### src/rtl/conv_alloc_pkg.sv
package conv_alloc_pkg;
  localparam int unsigned NUM_LVL = 4;
  localparam int unsigned LVL_W   = 2;

  // cores one converter can drive at a level code
  function automatic int unsigned drive_cap(int unsigned lvl);
    return NUM_LVL - lvl;
  endfunction

  typedef enum logic [1:0] {ST_IDLE, ST_SCAN, ST_FIN} st_e;
endpackage

### src/rtl/alloc_ctrl.sv
module alloc_ctrl
  import conv_alloc_pkg::*;
#(
  parameter int unsigned N_CORES = 8,
  parameter int unsigned IDX_W   = $clog2(N_CORES)
) (
  input  logic             clk_i,
  input  logic             rst_ni,
  input  logic             start_i,
  output logic             latch_o,
  output logic             scan_o,
  output logic             fin_o,
  output logic [IDX_W-1:0] idx_o,
  output logic             done_o
);
  st_e              st_q;
  logic [IDX_W-1:0] idx_q;
  logic             done_q;

  assign latch_o = start_i && (st_q == ST_IDLE);
  assign scan_o  = (st_q == ST_SCAN);
  assign fin_o   = (st_q == ST_FIN);
  assign idx_o   = idx_q;
  assign done_o  = done_q;

  always_ff @(posedge clk_i or negedge rst_ni) begin
    if (!rst_ni) begin
      st_q   <= ST_IDLE;
      idx_q  <= '0;
      done_q <= 1'b0;
    end else begin
      done_q <= (st_q == ST_FIN);
      case (st_q)
        ST_IDLE: if (start_i) begin
          st_q  <= ST_SCAN;
          idx_q <= '0;
        end
        ST_SCAN: begin
          if (idx_q == IDX_W'(N_CORES - 1)) st_q <= ST_FIN;
          else idx_q <= idx_q + 1'b1;
        end
        default: st_q <= ST_IDLE;
      endcase
    end
  end
endmodule

### src/rtl/lvl_tally.sv
module lvl_tally
  import conv_alloc_pkg::*;
#(
  parameter int unsigned LVL    = 0,
  parameter int unsigned SG_W   = 2,
  parameter int unsigned CNT_W  = 4,
  parameter int unsigned CONV_W = 3
) (
  input  logic              clk_i,
  input  logic              rst_ni,
  input  logic              clr_i,
  input  logic              hit_i,
  input  logic [SG_W-1:0]   sg_i,
  output logic [CONV_W-1:0] conv_o,
  output logic [CNT_W-1:0]  need_o
);
  localparam int unsigned CAP    = drive_cap(LVL);
  localparam int unsigned N_SG   = 1 << SG_W;
  localparam int unsigned SLOT_W = 3;

  logic [CNT_W-1:0]  conv_q [N_SG];
  logic [SLOT_W-1:0] slot_q [N_SG];

  for (genvar s = 0; s < N_SG; s++) begin : g_sg
    always_ff @(posedge clk_i or negedge rst_ni) begin
      if (!rst_ni) begin
        conv_q[s] <= '0;
        slot_q[s] <= '0;
      end else if (clr_i) begin
        conv_q[s] <= '0;
        slot_q[s] <= '0;
      end else if (hit_i && sg_i == SG_W'(s)) begin
        if (slot_q[s] == SLOT_W'(CAP - 1)) begin
          slot_q[s] <= '0;
          conv_q[s] <= conv_q[s] + 1'b1;
        end else begin
          slot_q[s] <= slot_q[s] + 1'b1;
        end
      end
    end
  end

  logic [CNT_W-1:0] cur_conv;
  assign cur_conv = conv_q[sg_i];
  assign conv_o   = cur_conv[CONV_W-1:0];

  // converters in use by the largest subgroup, partial converter rounds up
  always_comb begin
    need_o = '0;
    for (int s = 0; s < N_SG; s++) begin
      if (conv_q[s] + CNT_W'(slot_q[s] != '0) > need_o)
        need_o = conv_q[s] + CNT_W'(slot_q[s] != '0);
    end
  end
endmodule

### src/rtl/conv_alloc.sv
module conv_alloc
  import conv_alloc_pkg::*;
#(
  parameter int unsigned N_CORES = 8,
  parameter int unsigned SG_W    = 2,
  localparam int unsigned CNT_W  = $clog2(N_CORES + 1),
  localparam int unsigned CONV_W = $clog2(N_CORES),
  localparam int unsigned IDX_W  = $clog2(N_CORES)
) (
  input  logic                        clk_i,
  input  logic                        rst_ni,
  input  logic                        start_i,
  input  logic [N_CORES*LVL_W-1:0]    level_i,
  input  logic [N_CORES*SG_W-1:0]     subgrp_i,
  output logic                        done_o,
  output logic [NUM_LVL*CNT_W-1:0]    grp_cnt_o,
  output logic [CNT_W-1:0]            total_o,
  output logic [N_CORES*LVL_W-1:0]    core_grp_o,
  output logic [N_CORES*CONV_W-1:0]   core_conv_o
);
  logic                       latch, scan, fin;
  logic [IDX_W-1:0]           idx;
  logic [N_CORES*LVL_W-1:0]   lvl_q;
  logic [N_CORES*SG_W-1:0]    sg_q;
  logic [N_CORES*CONV_W-1:0]  asg_q;
  logic [LVL_W-1:0]           cur_lvl;
  logic [SG_W-1:0]            cur_sg;
  logic [CONV_W-1:0]          conv_l [NUM_LVL];
  logic [CNT_W-1:0]           need_l [NUM_LVL];
  logic [CNT_W-1:0]           tot;

  alloc_ctrl #(.N_CORES(N_CORES), .IDX_W(IDX_W)) i_ctrl (
    .clk_i, .rst_ni, .start_i,
    .latch_o(latch), .scan_o(scan), .fin_o(fin), .idx_o(idx), .done_o
  );

  assign cur_lvl = lvl_q[idx*LVL_W +: LVL_W];
  assign cur_sg  = sg_q[idx*SG_W +: SG_W];

  for (genvar l = 0; l < NUM_LVL; l++) begin : g_lvl
    lvl_tally #(.LVL(l), .SG_W(SG_W), .CNT_W(CNT_W), .CONV_W(CONV_W)) i_tally (
      .clk_i, .rst_ni,
      .clr_i (latch),
      .hit_i (scan && cur_lvl == LVL_W'(l)),
      .sg_i  (cur_sg),
      .conv_o(conv_l[l]),
      .need_o(need_l[l])
    );
  end

  always_comb begin
    tot = '0;
    for (int l = 0; l < NUM_LVL; l++) tot = tot + need_l[l];
  end

  always_ff @(posedge clk_i or negedge rst_ni) begin
    if (!rst_ni) begin
      lvl_q       <= '0;
      sg_q        <= '0;
      asg_q       <= '0;
      grp_cnt_o   <= '0;
      total_o     <= '0;
      core_grp_o  <= '0;
      core_conv_o <= '0;
    end else begin
      if (latch) begin
        lvl_q <= level_i;
        sg_q  <= subgrp_i;
      end
      if (scan) asg_q[idx*CONV_W +: CONV_W] <= conv_l[cur_lvl];
      if (fin) begin
        for (int l = 0; l < NUM_LVL; l++) grp_cnt_o[l*CNT_W +: CNT_W] <= need_l[l];
        total_o     <= tot;
        core_grp_o  <= lvl_q;
        core_conv_o <= asg_q;
      end
    end
  end
endmodule

### config.mk
export PLATFORM = sky130hd
export DESIGN_NAME = conv_alloc
export DESIGN_NICKNAME = d
export VERILOG_FILES = /design/src/rtl/conv_alloc_pkg.sv /design/src/rtl/alloc_ctrl.sv /design/src/rtl/lvl_tally.sv /design/src/rtl/conv_alloc.sv
export SDC_FILE = /design/constraint.sdc
export NUM_CORES = 1
export LEC_CHECK = 0
export CORE_ASPECT_RATIO = 0.6
export CORE_MARGIN = 1.5
export CORE_UTILIZATION = 32
export DETAILED_ROUTE_END_ITERATION = 7
export MAX_ROUTING_LAYER = met4
export PLACE_DENSITY_LB_ADDON = 0.1
export REMOVE_ABC_BUFFERS = 1
export SLEW_MARGIN = 10
export SYNTH_ARGS = -nofsm -noshare
export SYNTH_HDL_FRONTEND = slang
export SYNTH_SLANG_ARGS = --single-unit
### constraint.sdc
create_clock -name clk_i -period 14.1 [get_ports clk_i]
set_input_delay 2.115 -clock clk_i [delete_from_list [all_inputs] [get_ports clk_i]]
set_output_delay 2.115 -clock clk_i [all_outputs]
set_load 0.005 [all_outputs]
## Yosys cells after proc, flatten, opt, wreduce, memory -nomap -nowiden

Cells that the tools add are included.

- Bitwise logic cells: 2
- Reduce and logical (&&, ||, !) cells: 95
- $mul: 1
- Shift-type cells: 4
- Magnitude comparators: 18
- Add/sub/neg operators: 53
- Muxes and demuxes: 134
- Equal/unequal tests: 24

Operators by type and width:

| operator | number |
|---|---|
| 4-bit 2-to-1 mux | 64 |
| 3-bit 2-to-1 mux | 60 |
| 2-bit nonzero test | 33 |
| 4-bit by 1-bit adder with 4-bit output | 16 |
| 4-bit by 1-bit adder with 4-bit output (second input constant) | 16 |
| 3-bit by 1-bit adder with 3-bit output (second input constant) | 17 |
| 4-bit > comparator | 12 |
| 3-bit nonzero test | 16 |
| 5-bit negator with 34-bit output | 1 |
| 2-bit AND reduction | 17 |
| 3-bit by 34-bit variable shift with 24-bit output (first input constant) | 1 |
| 3-bit by 34-bit variable part select with 24-bit output | 1 |
| 4-bit binary-select mux with 2-bit select | 4 |
| 16-bit by 5-bit variable part select with 2-bit output | 2 |
| 24-bit bitwise mux | 1 |
| 3-bit by 2-bit equality test with 1-bit output (second input constant) | 8 |
| 1-bit logical AND | 21 |
| 4-bit by 1-bit > comparator with 1-bit output (second input constant) | 4 |
| 4-bit adder | 3 |
| 3-bit by 1-bit equality test with 1-bit output (second input constant) | 4 |
| 3-bit zero test | 4 |
| 2-bit equality test (second input constant) | 5 |
| 3-bit binary-select mux with 2-bit select | 1 |
| 2-bit by 1-bit equality test with 1-bit output (second input constant) | 3 |
| other kinds (11) | 17 |

- Bits of input ports: 35
- Flip-flop bits (word level): 234
- Logic and storage cells: 373
- Output and inout port bits: 61

## Longest topological paths before layout

Gate-level depths: netlist (run 1).

- Depth after elaboration: 13
- Mapped depth: 38
- Mapped depth without buffers: 38

## By module

A second synthesis (run 1) with hierarchy kept.

- Cell total of the unflattened synthesis: 1266
- Area total of the unflattened synthesis: 14008.4 µm²

By module, submodules not included:

| module | instances | area an instance (µm²) | cells an instance |
|---|---|---|---|
| conv_alloc | 1 | 5016.1 | 335 |
| lvl_tally at g_lvl[3].i_tally | 1 | 2214.6 | 235 |
| lvl_tally at g_lvl[1].i_tally | 1 | 2179.6 | 226 |
| lvl_tally at g_lvl[0].i_tally | 1 | 2169.6 | 224 |
| lvl_tally at g_lvl[2].i_tally | 1 | 2118.3 | 216 |
| alloc_ctrl | 1 | 310.3 | 30 |

## Worst setup path after synthesis (run 1)

Ideal clock, no wire load.

- Kind: register to register
- Start: register g_lvl[1].i_tally.slot_q[9] (netlist bit)
- End: register total_o[3]
- Setup slack: 6.628 ns
- Cell stages (with the launch flop): 34
- Data required time: 13.971 ns
- Clock period less this slack: 7.472 ns
- Arrival: 7.343 ns
- Cell sequence: dfrtp_1 or3_1 ha_1 ha_1 inv_1 ha_1 nor2b_1 nor4_1 nor2_1 mux2_2 ha_1 nor2_1 a31oi_1 o32a_1 a41oi_1 inv_1 ha_1 nor2b_1 o21ai_0 nand2b_1 a21oi_1 a41o_1 mux2_2 fa_1 fa_1 ha_1 inv_1 fa_1 xor2_1 xnor2_1 xnor2_1 xnor2_1 a21o_1 nand3_1

- Cells in the longest elaborated chain, start to end: 13

Ends and longest elaborated chain:

| item | RTL line | source |
|---|---|---|
| start: declaration | lvl_tally.sv:22 | `logic [SLOT_W-1:0] slot_q [N_SG];` |
| start signal: indexed assignment | lvl_tally.sv:37 | `slot_q[s] <= slot_q[s] + 1'b1;` |
| 3-bit nonzero test (*) | lvl_tally.sv:51, lvl_tally.sv:52 |  |
| 4-bit by 1-bit adder with 4-bit output (*) | lvl_tally.sv:51, lvl_tally.sv:52 |  |
| 4-bit by 1-bit > comparator with 1-bit output | lvl_tally.sv:51 | `if (conv_q[s] + CNT_W'(slot_q[s] != '0) > need_o)` |
| 4-bit 2-to-1 mux (*) | lvl_tally.sv:51 |  |
| 4-bit > comparator | lvl_tally.sv:51 |  |
| 4-bit 2-to-1 mux (*) | lvl_tally.sv:51 |  |
| 4-bit > comparator | lvl_tally.sv:51 |  |
| 4-bit 2-to-1 mux (*) | lvl_tally.sv:51 |  |
| 4-bit > comparator | lvl_tally.sv:51 |  |
| 4-bit 2-to-1 mux (*) | lvl_tally.sv:51 |  |
| named net g_lvl[1].i_tally.need_o[1] | lvl_tally.sv:15 | `output logic [CNT_W-1:0] need_o` |
| 4-bit adder (*) (3 in series) | conv_alloc.sv:53 | `for (int l = 0; l < NUM_LVL; l++) tot = tot + need_l[l];` |
| end signal: assignment | conv_alloc.sv:73 | `total_o <= tot;` |
| end: declaration | conv_alloc.sv:17 | `output logic [CNT_W-1:0] total_o,` |

The timed path passes the listed nets; every way through them passes the cells marked *.
A chain may end at the register's enable or synchronous reset.

## Worst setup path after layout (run 1)

Same ends and word-level chain as after synthesis.

==> impl_summary.md, run 1 <==
Status
The flow ran to the end, and the final reports show no timing, DRC or antenna violations.

Global routing
The total grt overflow is 0. The wire length of the first global-routing pass is 56.79 mm. The number of global-route vias before repair is a little over 10k.

Entering global routing, the biggest net connects 86 pins. In the global route stage, overall resource usage came out at 0.1642. The number of antenna violations at the first check in global routing came to 0.

Cells and area
The antenna diode count is 0. Of the cells placed in the final design, the portion with a size suffix greater than 1 is 0.08002. The layout overhead on the synthesized area is 17.87%.

The final layout contains 1,749 nets.

Setup path
The data arrival time of the critical path is 8670 ps. The worst setup path is launched from a flip-flop. In this run the worst path has a maximum fanout of 7. The cell with the largest stage delay on the worst path is nor4_1.

The required arrival time at the worst endpoint is roughly 15,000 ps. The critical path is of the flip-flop to flip-flop type. STA classifies the critical path endpoint as a flip-flop. The delay of the slowest cell on the worst path is approximately 560 ps.

The most numerous cell type found on the critical path is ha_1.

Placement
Detailed placement ended at an HPWL of 25.38 mm. Buffers placed on the I/O ports in this run total 95. Routability-driven placement finished with a final weighted congestion of approximately 0.85.

Floorplan
The y dimension of the die is 164.6 um. The area of the die is approximately 45,000 um2. The die is 272.3 um wide. Row generation in the floorplan step produced 58 rows. The initial utilization of the core area, before any placement, comes to 0.3286.

The placeable core area is 42,380 um2. The boundary pin count is 96.

Clocking
CTS built an H-tree with a depth of 1. The post-CTS setup-driven buffer insertion count is 0. After clock tree synthesis, the repair step resized 0 gates. The root cell of the clock tree is clkbuf_16. No sink is reached through more buffers than the 3 on the longest clock path.

The hold-fix buffer count after cts is 0. The clock net in this run drives a total of 234 sinks. After clock tree synthesis, the clock-pin slew on the worst setup and hold paths is 60 ps. At the later pin of the worst-skew pair, clock insertion delay measures 550 ps. The number of buffers added by the clock tree synthesis step is 26.

TritonCTS built the clock tree.

Synth
The part of the Yosys area used for sequential elements is 0.4204. Yosys printed 0 warnings. In this run, distinct cell masters in the synthesized netlist total 74.

Synthesis handed over a netlist of 1,504 instances. The share of synthesized area in the top cell type comes to 0.4204. After synthesis, the share of flip-flops with an asynchronous set or reset is 1.000. The synthesized design spends more area on one cell type than any other, namely dfrtp_1.

The most used flip-flop cell after synthesis is dfrtp_1. The most numerous cell in the Yosys netlist is nand2_1. In the synthesized netlist, the cells that appear most often are 359 x nand2_1, 234 x dfrtp_1, 121 x nor2_1, 116 x ha_1, 67 x inv_1. The area of the mapped netlist is 13,930 um2. The mean post-synth cell area is 9.260 um2.

The count of flip-flops with a built-in enable after synthesis is 0. Counting flops and latches in the post-synthesis netlist gives 234. In the post-synthesis netlist, the biggest area contributors are dfrtp_1 42%, ha_1 10%, nand2_1 9.7%, xor2_1 3.8%, mux2i_1 3.3%.

Timing
The worst path needs between 8000 and 9000 ps of the cycle, external delays included. Adding up every negative setup slack in the final design gives 0 ps. The final cycle utilization of the critical path is 0.5811. The maximum clock frequency is between 0.1 and 0.15 GHz.

The max-slew headroom at the worst pin is 0.3185. The number of hold violations in the final report is 0. The final number of max-transition violations is 0.

For the pin with the worst max-slew slack, the measured transition is 1022 ps. The number of setup violations in the final report is 0. The final setup skew is 13.73 ps. Setup repair after global routing left no endpoint under its margin.

Routing
The average vias per placed instance is 4.832. The detailed-route wire length per cell is 16.15 um. The first routing iteration left between 700 and 800 violations. For this block, the routed nets add up to approximately 35 mm of wire. For this run, design rule violations remaining after detail routing come to 0. The pre-antenna-repair detailed-routing pass consisted of 7 iterations. The count of vias placed by the detailed router is 10.54k. The count of nets left with antenna violations after detail routing is 0.

Hold path
The path class of the tightest hold or removal check is flip-flop to flip-flop.

Run
The tool flagged a number of max-cap violations equal to 0.
[layer usage]
| layer | part of all wire | GRT usage |
|---|---|---|
| met1 | 0.56 | 0.2511 |
| met2 | 0.40 | 0.2266 |
| met3 | 0.032 | 0.02704 |
| met4 | 0.014 | 0.02727 |
| met5 | 0 | - |
[layout make-up]
type / count / area [um2]
inverter: 68 / 255.2
fill: 4290 / 25960
timing repair buffer: 106 / 1039
sequential: 234 / 5856
multi-input combinational: 1156 / 7635
clock buffer: 40 / 794.5
clock inverter: 8 / 123.9
tap: 570 / 713.2
[state kept, by name, summed over array words and instances, names as in the netlist]
name and flops:
grp_cnt_o 16, i_ctrl.st_q 2, g_lvl.i_tally.conv_q 64, total_o 4
core_conv_o 24, i_ctrl.done_o 1, core_grp_o 16, asg_q 24
lvl_q 16, sg_q 16, g_lvl.i_tally.slot_q 48, i_ctrl.idx_o 3
[cells in the final DEF, fill, tap and decap left out, types with 4 or more instances in the layout]
cell type        Yosys  final
nor2_2              12     12
nand3_1             54     54
mux4_2              11     11
xnor2_1             34     34
nand4_1             24     24
o21a_1              10     10
or3_1               13     13
a311oi_1             4      4
xor2_1              61     61
nor3b_1              4      4
nand2b_1            21     20
a21oi_1             47     47
nand2_1            359    358
a211oi_1             4      4
ha_1               116    116
o211ai_1            11     11
clkdlybuf4s50_1      0     94
clkbuf_1            30      6
clkbuf_16            0     27
o31ai_1             22     22
o21ai_2              4      4
nor3_1               9      9
buf_4                6     11
dfrtp_1            234    234
clkbuf_8             0      7
nor2_1             121    121
and3_1              11     11
o21ai_1             12     12
fa_1                 6      6
o21ai_0             46     46
a21o_1               4      4
inv_1               67     67
mux2_2              24     24
nor2b_1             12     12
mux2i_1             46     44
[final timing paths]
| path | startpoint | end | slack [ps] | cells after the start |
|---|---|---|---|---|
| min reg2reg | core_conv_o[4]$_DFFE_PN0P_ | core_conv_o[4]$_DFFE_PN0P_ | 470 | 2 |
| max reg2reg | g_lvl[1].i_tally.slot_q[9]$_DFFE_PN0P_ | total_o[3]$_DFFE_PN0P_ | 5910 | 33 |
| max | g_lvl[1].i_tally.slot_q[9]$_DFFE_PN0P_ | total_o[3]$_DFFE_PN0P_ | 5910 | 33 |
| min | core_conv_o[4]$_DFFE_PN0P_ | core_conv_o[4]$_DFFE_PN0P_ | 470 | 2 |
| min in group asynchronous | rst_ni | g_lvl[2].i_tally.slot_q[10]$_DFFE_PN0P_ | 1500 | 1 |
| max in group asynchronous | rst_ni | g_lvl[3].i_tally.slot_q[11]$_DFFE_PN0P_ | 10510 | 3 |
[cell families after synthesis]
kind of cell    count (synthesis)  synth area share
mux                            83           0.07268
simple gates                  664            0.2127
flops                         234            0.4204
compound gates                192           0.08849
xor+xnor                       95           0.05974
buf+inv                       114           0.03306
fa+ha+maj                     122            0.1128
[through the flow]
step,instances,hold WS (ps),utilization,setup WS (ps),instance area (um2)
floorplan,1458,438.6,-,6621,13720
global placement,2134,456.6,0.3657,6146,15500
detailed placement,2134,462.1,0.3657,5992,15500
CTS,2182,475.8,0.3873,5989,16420
global route,2182,494.6,0.3873,5366,16420
finish,2182,470.8,0.3873,5906,16420
[critical path, delay by kind of cell, from the launching register on]
family	cells	cell delay [ps]
fa+ha+maj	9	2960
simple gates	8	1730
compound gates	7	1440
mux	2	720
xor+xnor	4	640
flops	1	430
buf+inv	3	180
Power of run 1 is left out: the tool's default activity adds up to more than one toggle a clock period on the data nets, which glitch-free logic cannot reach.
==> run 2, diff against run 1 <==
clock period = 7.4 ns   (was 14.1 ns; I/O delays follow)
==> impl_summary.md, run 2 (same netlist as run 1, synthesis figures left out) <==
Clocking
TritonCTS built the clock tree. The buffer levels on the longest clock path is 3. The number of buffers added by the clock tree synthesis step is 25. The clock transition at the register clock pins on the worst setup and hold paths after CTS is 60 ps.

The root cell of the clock tree is clkbuf_16. The maximum level of the CTS H-tree is 1. For the worst-skew pair, the clock arrives at the later sink with an insertion delay of roughly 540 ps.

CTS saw between 200 and 250 sinks.

Cells and area
The share of post-route cells with drive strength above 1 is 0.1573. The layout has 4,206 filler cells. The largest registers in the layout are g_lvl.i_tally.conv_q (64), g_lvl.i_tally.slot_q (48).

The area growth from synthesis to layout is 24.75%. The register with the highest flop count is g_lvl.i_tally.conv_q. The post-layout net count is 1,828. 0 antenna diodes ended up in the layout. The top cell types in the final layout, fill and taps aside, are 358 x nand2_1, 234 x dfrtp_1, 118 x nor2_1. The number of standard cells in the layout, taps in and fillers out is 2,255. The number of flip-flops in the largest register is 64. Leaving out fill and tap cells, the most frequent cell in the layout is nand2_1.

Timing
The number of setup violations in the final report is 0. The max-slew headroom at the worst pin is 0.3144. The shortest clock period the worst path allows after layout is ~7300 ps.

For this run, the top clock speed supported by timing is about 0.14 GHz. Dividing the final minimum period by the clock period gives 0.9810. The transition time at the pin with the least slew margin is 1026 ps. Setup repair after global routing could not meet its margin everywhere. The final setup skew is 11.79 ps. The number of hold violations in the final report is 0. The final number of max-transition violations is 0.

Placement
Routability-driven placement finished with a final weighted congestion of about 0.83. Once detailed placement completed, the half-perimeter wirelength came to 26.40 mm. The port buffer count is 95. The cell total after placement is 2,194.

Setup path
The data arrival time of the critical path is 7670 ps. The maximum fanout along the worst path is 4. The startpoint of the worst-slack reg-to-reg timing path is g_lvl[2].i_tally.slot_q[11]$_DFFE_PN0P_. The worst setup path is captured at a flip-flop. In this design, the stage delay of the slowest critical-path cell is 500 ps.

The origin of the worst setup path is g_lvl[2].i_tally.slot_q[11]$_DFFE_PN0P_. Data on the critical path is required at its endpoint by 7810 ps. The critical path in this run is classified as flip-flop to flip-flop. The type of element launching the critical path is a flip-flop. On the critical path, the stage with the largest delay is an instance of fa_1.

Floorplan
The number of rows in the core area is 58. The width of the die is 272.3 um. The area of the die is 44,820 um2. In this run the count of I/O pins placed on the die edge is 96. Measured along the y axis, the die boundary spans 164.6 um. The effective utilization at floorplan is 0.3286. The total area inside the core boundary comes to 42,380 um2.

Global routing
The wire length of the first global-routing pass is around 60 mm. The total grt overflow is 0. The overall global routing resource usage is 0.1726. The number of global-route vias before repair is about 11k. The number of antenna violations at the first check in global routing came to 0.

Entering global routing, the biggest net connects 131 pins.

Run
Across the run, the number of max-cap violations was 0.

Status
The flow ran to the end, and the final reports show no timing, DRC or antenna violations.

Routing
For this run, the detailed router's first-pass iteration total came to 5. Across all layers, the routed design uses 10.89k vias. The DRC marker count from the first detailed-route iteration is 680. The average vias per placed instance is 4.828. The final wirelength is 37.07 mm. The count of nets left with antenna violations once routing finished came out at 0. The detailed-route wire length per cell is 16.44 um. The detailed-route DRC error count is 0.

Hold path
The path class of the tightest hold or removal check is input pin to async pin.
## run 2: changes by cell type in the layout (fill, tap and decap cells not counted), moves of 5 or more
cell,previous run,this run
a21oi_1,47,39
a21oi_2,0,7
buf_4,11,89
ha_1,116,92
ha_2,0,6
ha_4,0,18
mux2_2,24,16
mux2_4,0,8
o21ai_0,46,38
o21ai_2,4,9
## run 2: what timing repair did
item                       CTS  global route
resized for setup           42            53
pin swaps                   19            28
setup endpoints to repair    1             1
hold buffers                 0             0
buffers inserted             8            13
## run 2: metrics by stage
stage          setup slack [ps]  hold WS, ps  cell area [um2]  utilization  TNS, ps
2_1_floorplan            -79.32        438.6            13720            -   -79.32
3_3_place_gp             -81.35        449.6            15970       0.3768   -81.35
3_5_place_dp             -378.3        452.6            15970       0.3768   -378.3
4_1_cts                   1.980        468.2            17000       0.4010        0
5_1_grt                  -125.3        481.7            17370       0.4100   -125.3
6_report                  140.4        459.9            17370       0.4100        0
## run 2: final timing paths
check	end	slack, ps	cells past startpoint
max	total_o[3]$_DFFE_PN0P_	140	33
min	g_lvl[2].i_tally.conv_q[13]$_DFFE_PN0P_	460	1
max reg2reg	total_o[3]$_DFFE_PN0P_	140	33
min reg2reg	core_conv_o[20]$_DFFE_PN0P_	470	2
max in group asynchronous	g_lvl[3].i_tally.conv_q[15]$_DFFE_PN0P_	5750	2
min in group clk_i	core_conv_o[20]$_DFFE_PN0P_	470	2
## run 2: final cells by class
| type | instances | area, um2 | area share |
|---|---|---|---|
| clock buffer | 38 | 734.5 | 0.04227 |
| clock inverter | 3 | 17.52 | 0.001008 |
| inverter | 68 | 255.2 | 0.01469 |
| multi-input combinational | 1156 | 8143 | 0.4687 |
| sequential | 234 | 5856 | 0.3370 |
| tap | 570 | 713.2 | 0.04105 |
| timing repair buffer | 186 | 1655 | 0.09528 |
## run 2: critical path, delay by kind of cell (launching register included)
family / cells / cell delay [ps]
buf+inv: 6 / 600
compound gates: 8 / 1570
xor+xnor: 4 / 660
flops: 1 / 380
simple gates: 5 / 940
fa+ha+maj: 8 / 2310
mux: 2 / 660
## run 2: per-layer routing
metal	routed length, um	track usage	vias to the layer above
met1	20290	0.2639	5297
met3	1191	0.02748	39
met2	15100	0.2406	110
met5	0	-	-
li1	-	-	5441
met4	488	0.02475	0
Power of run 2 is left out for the same reason.
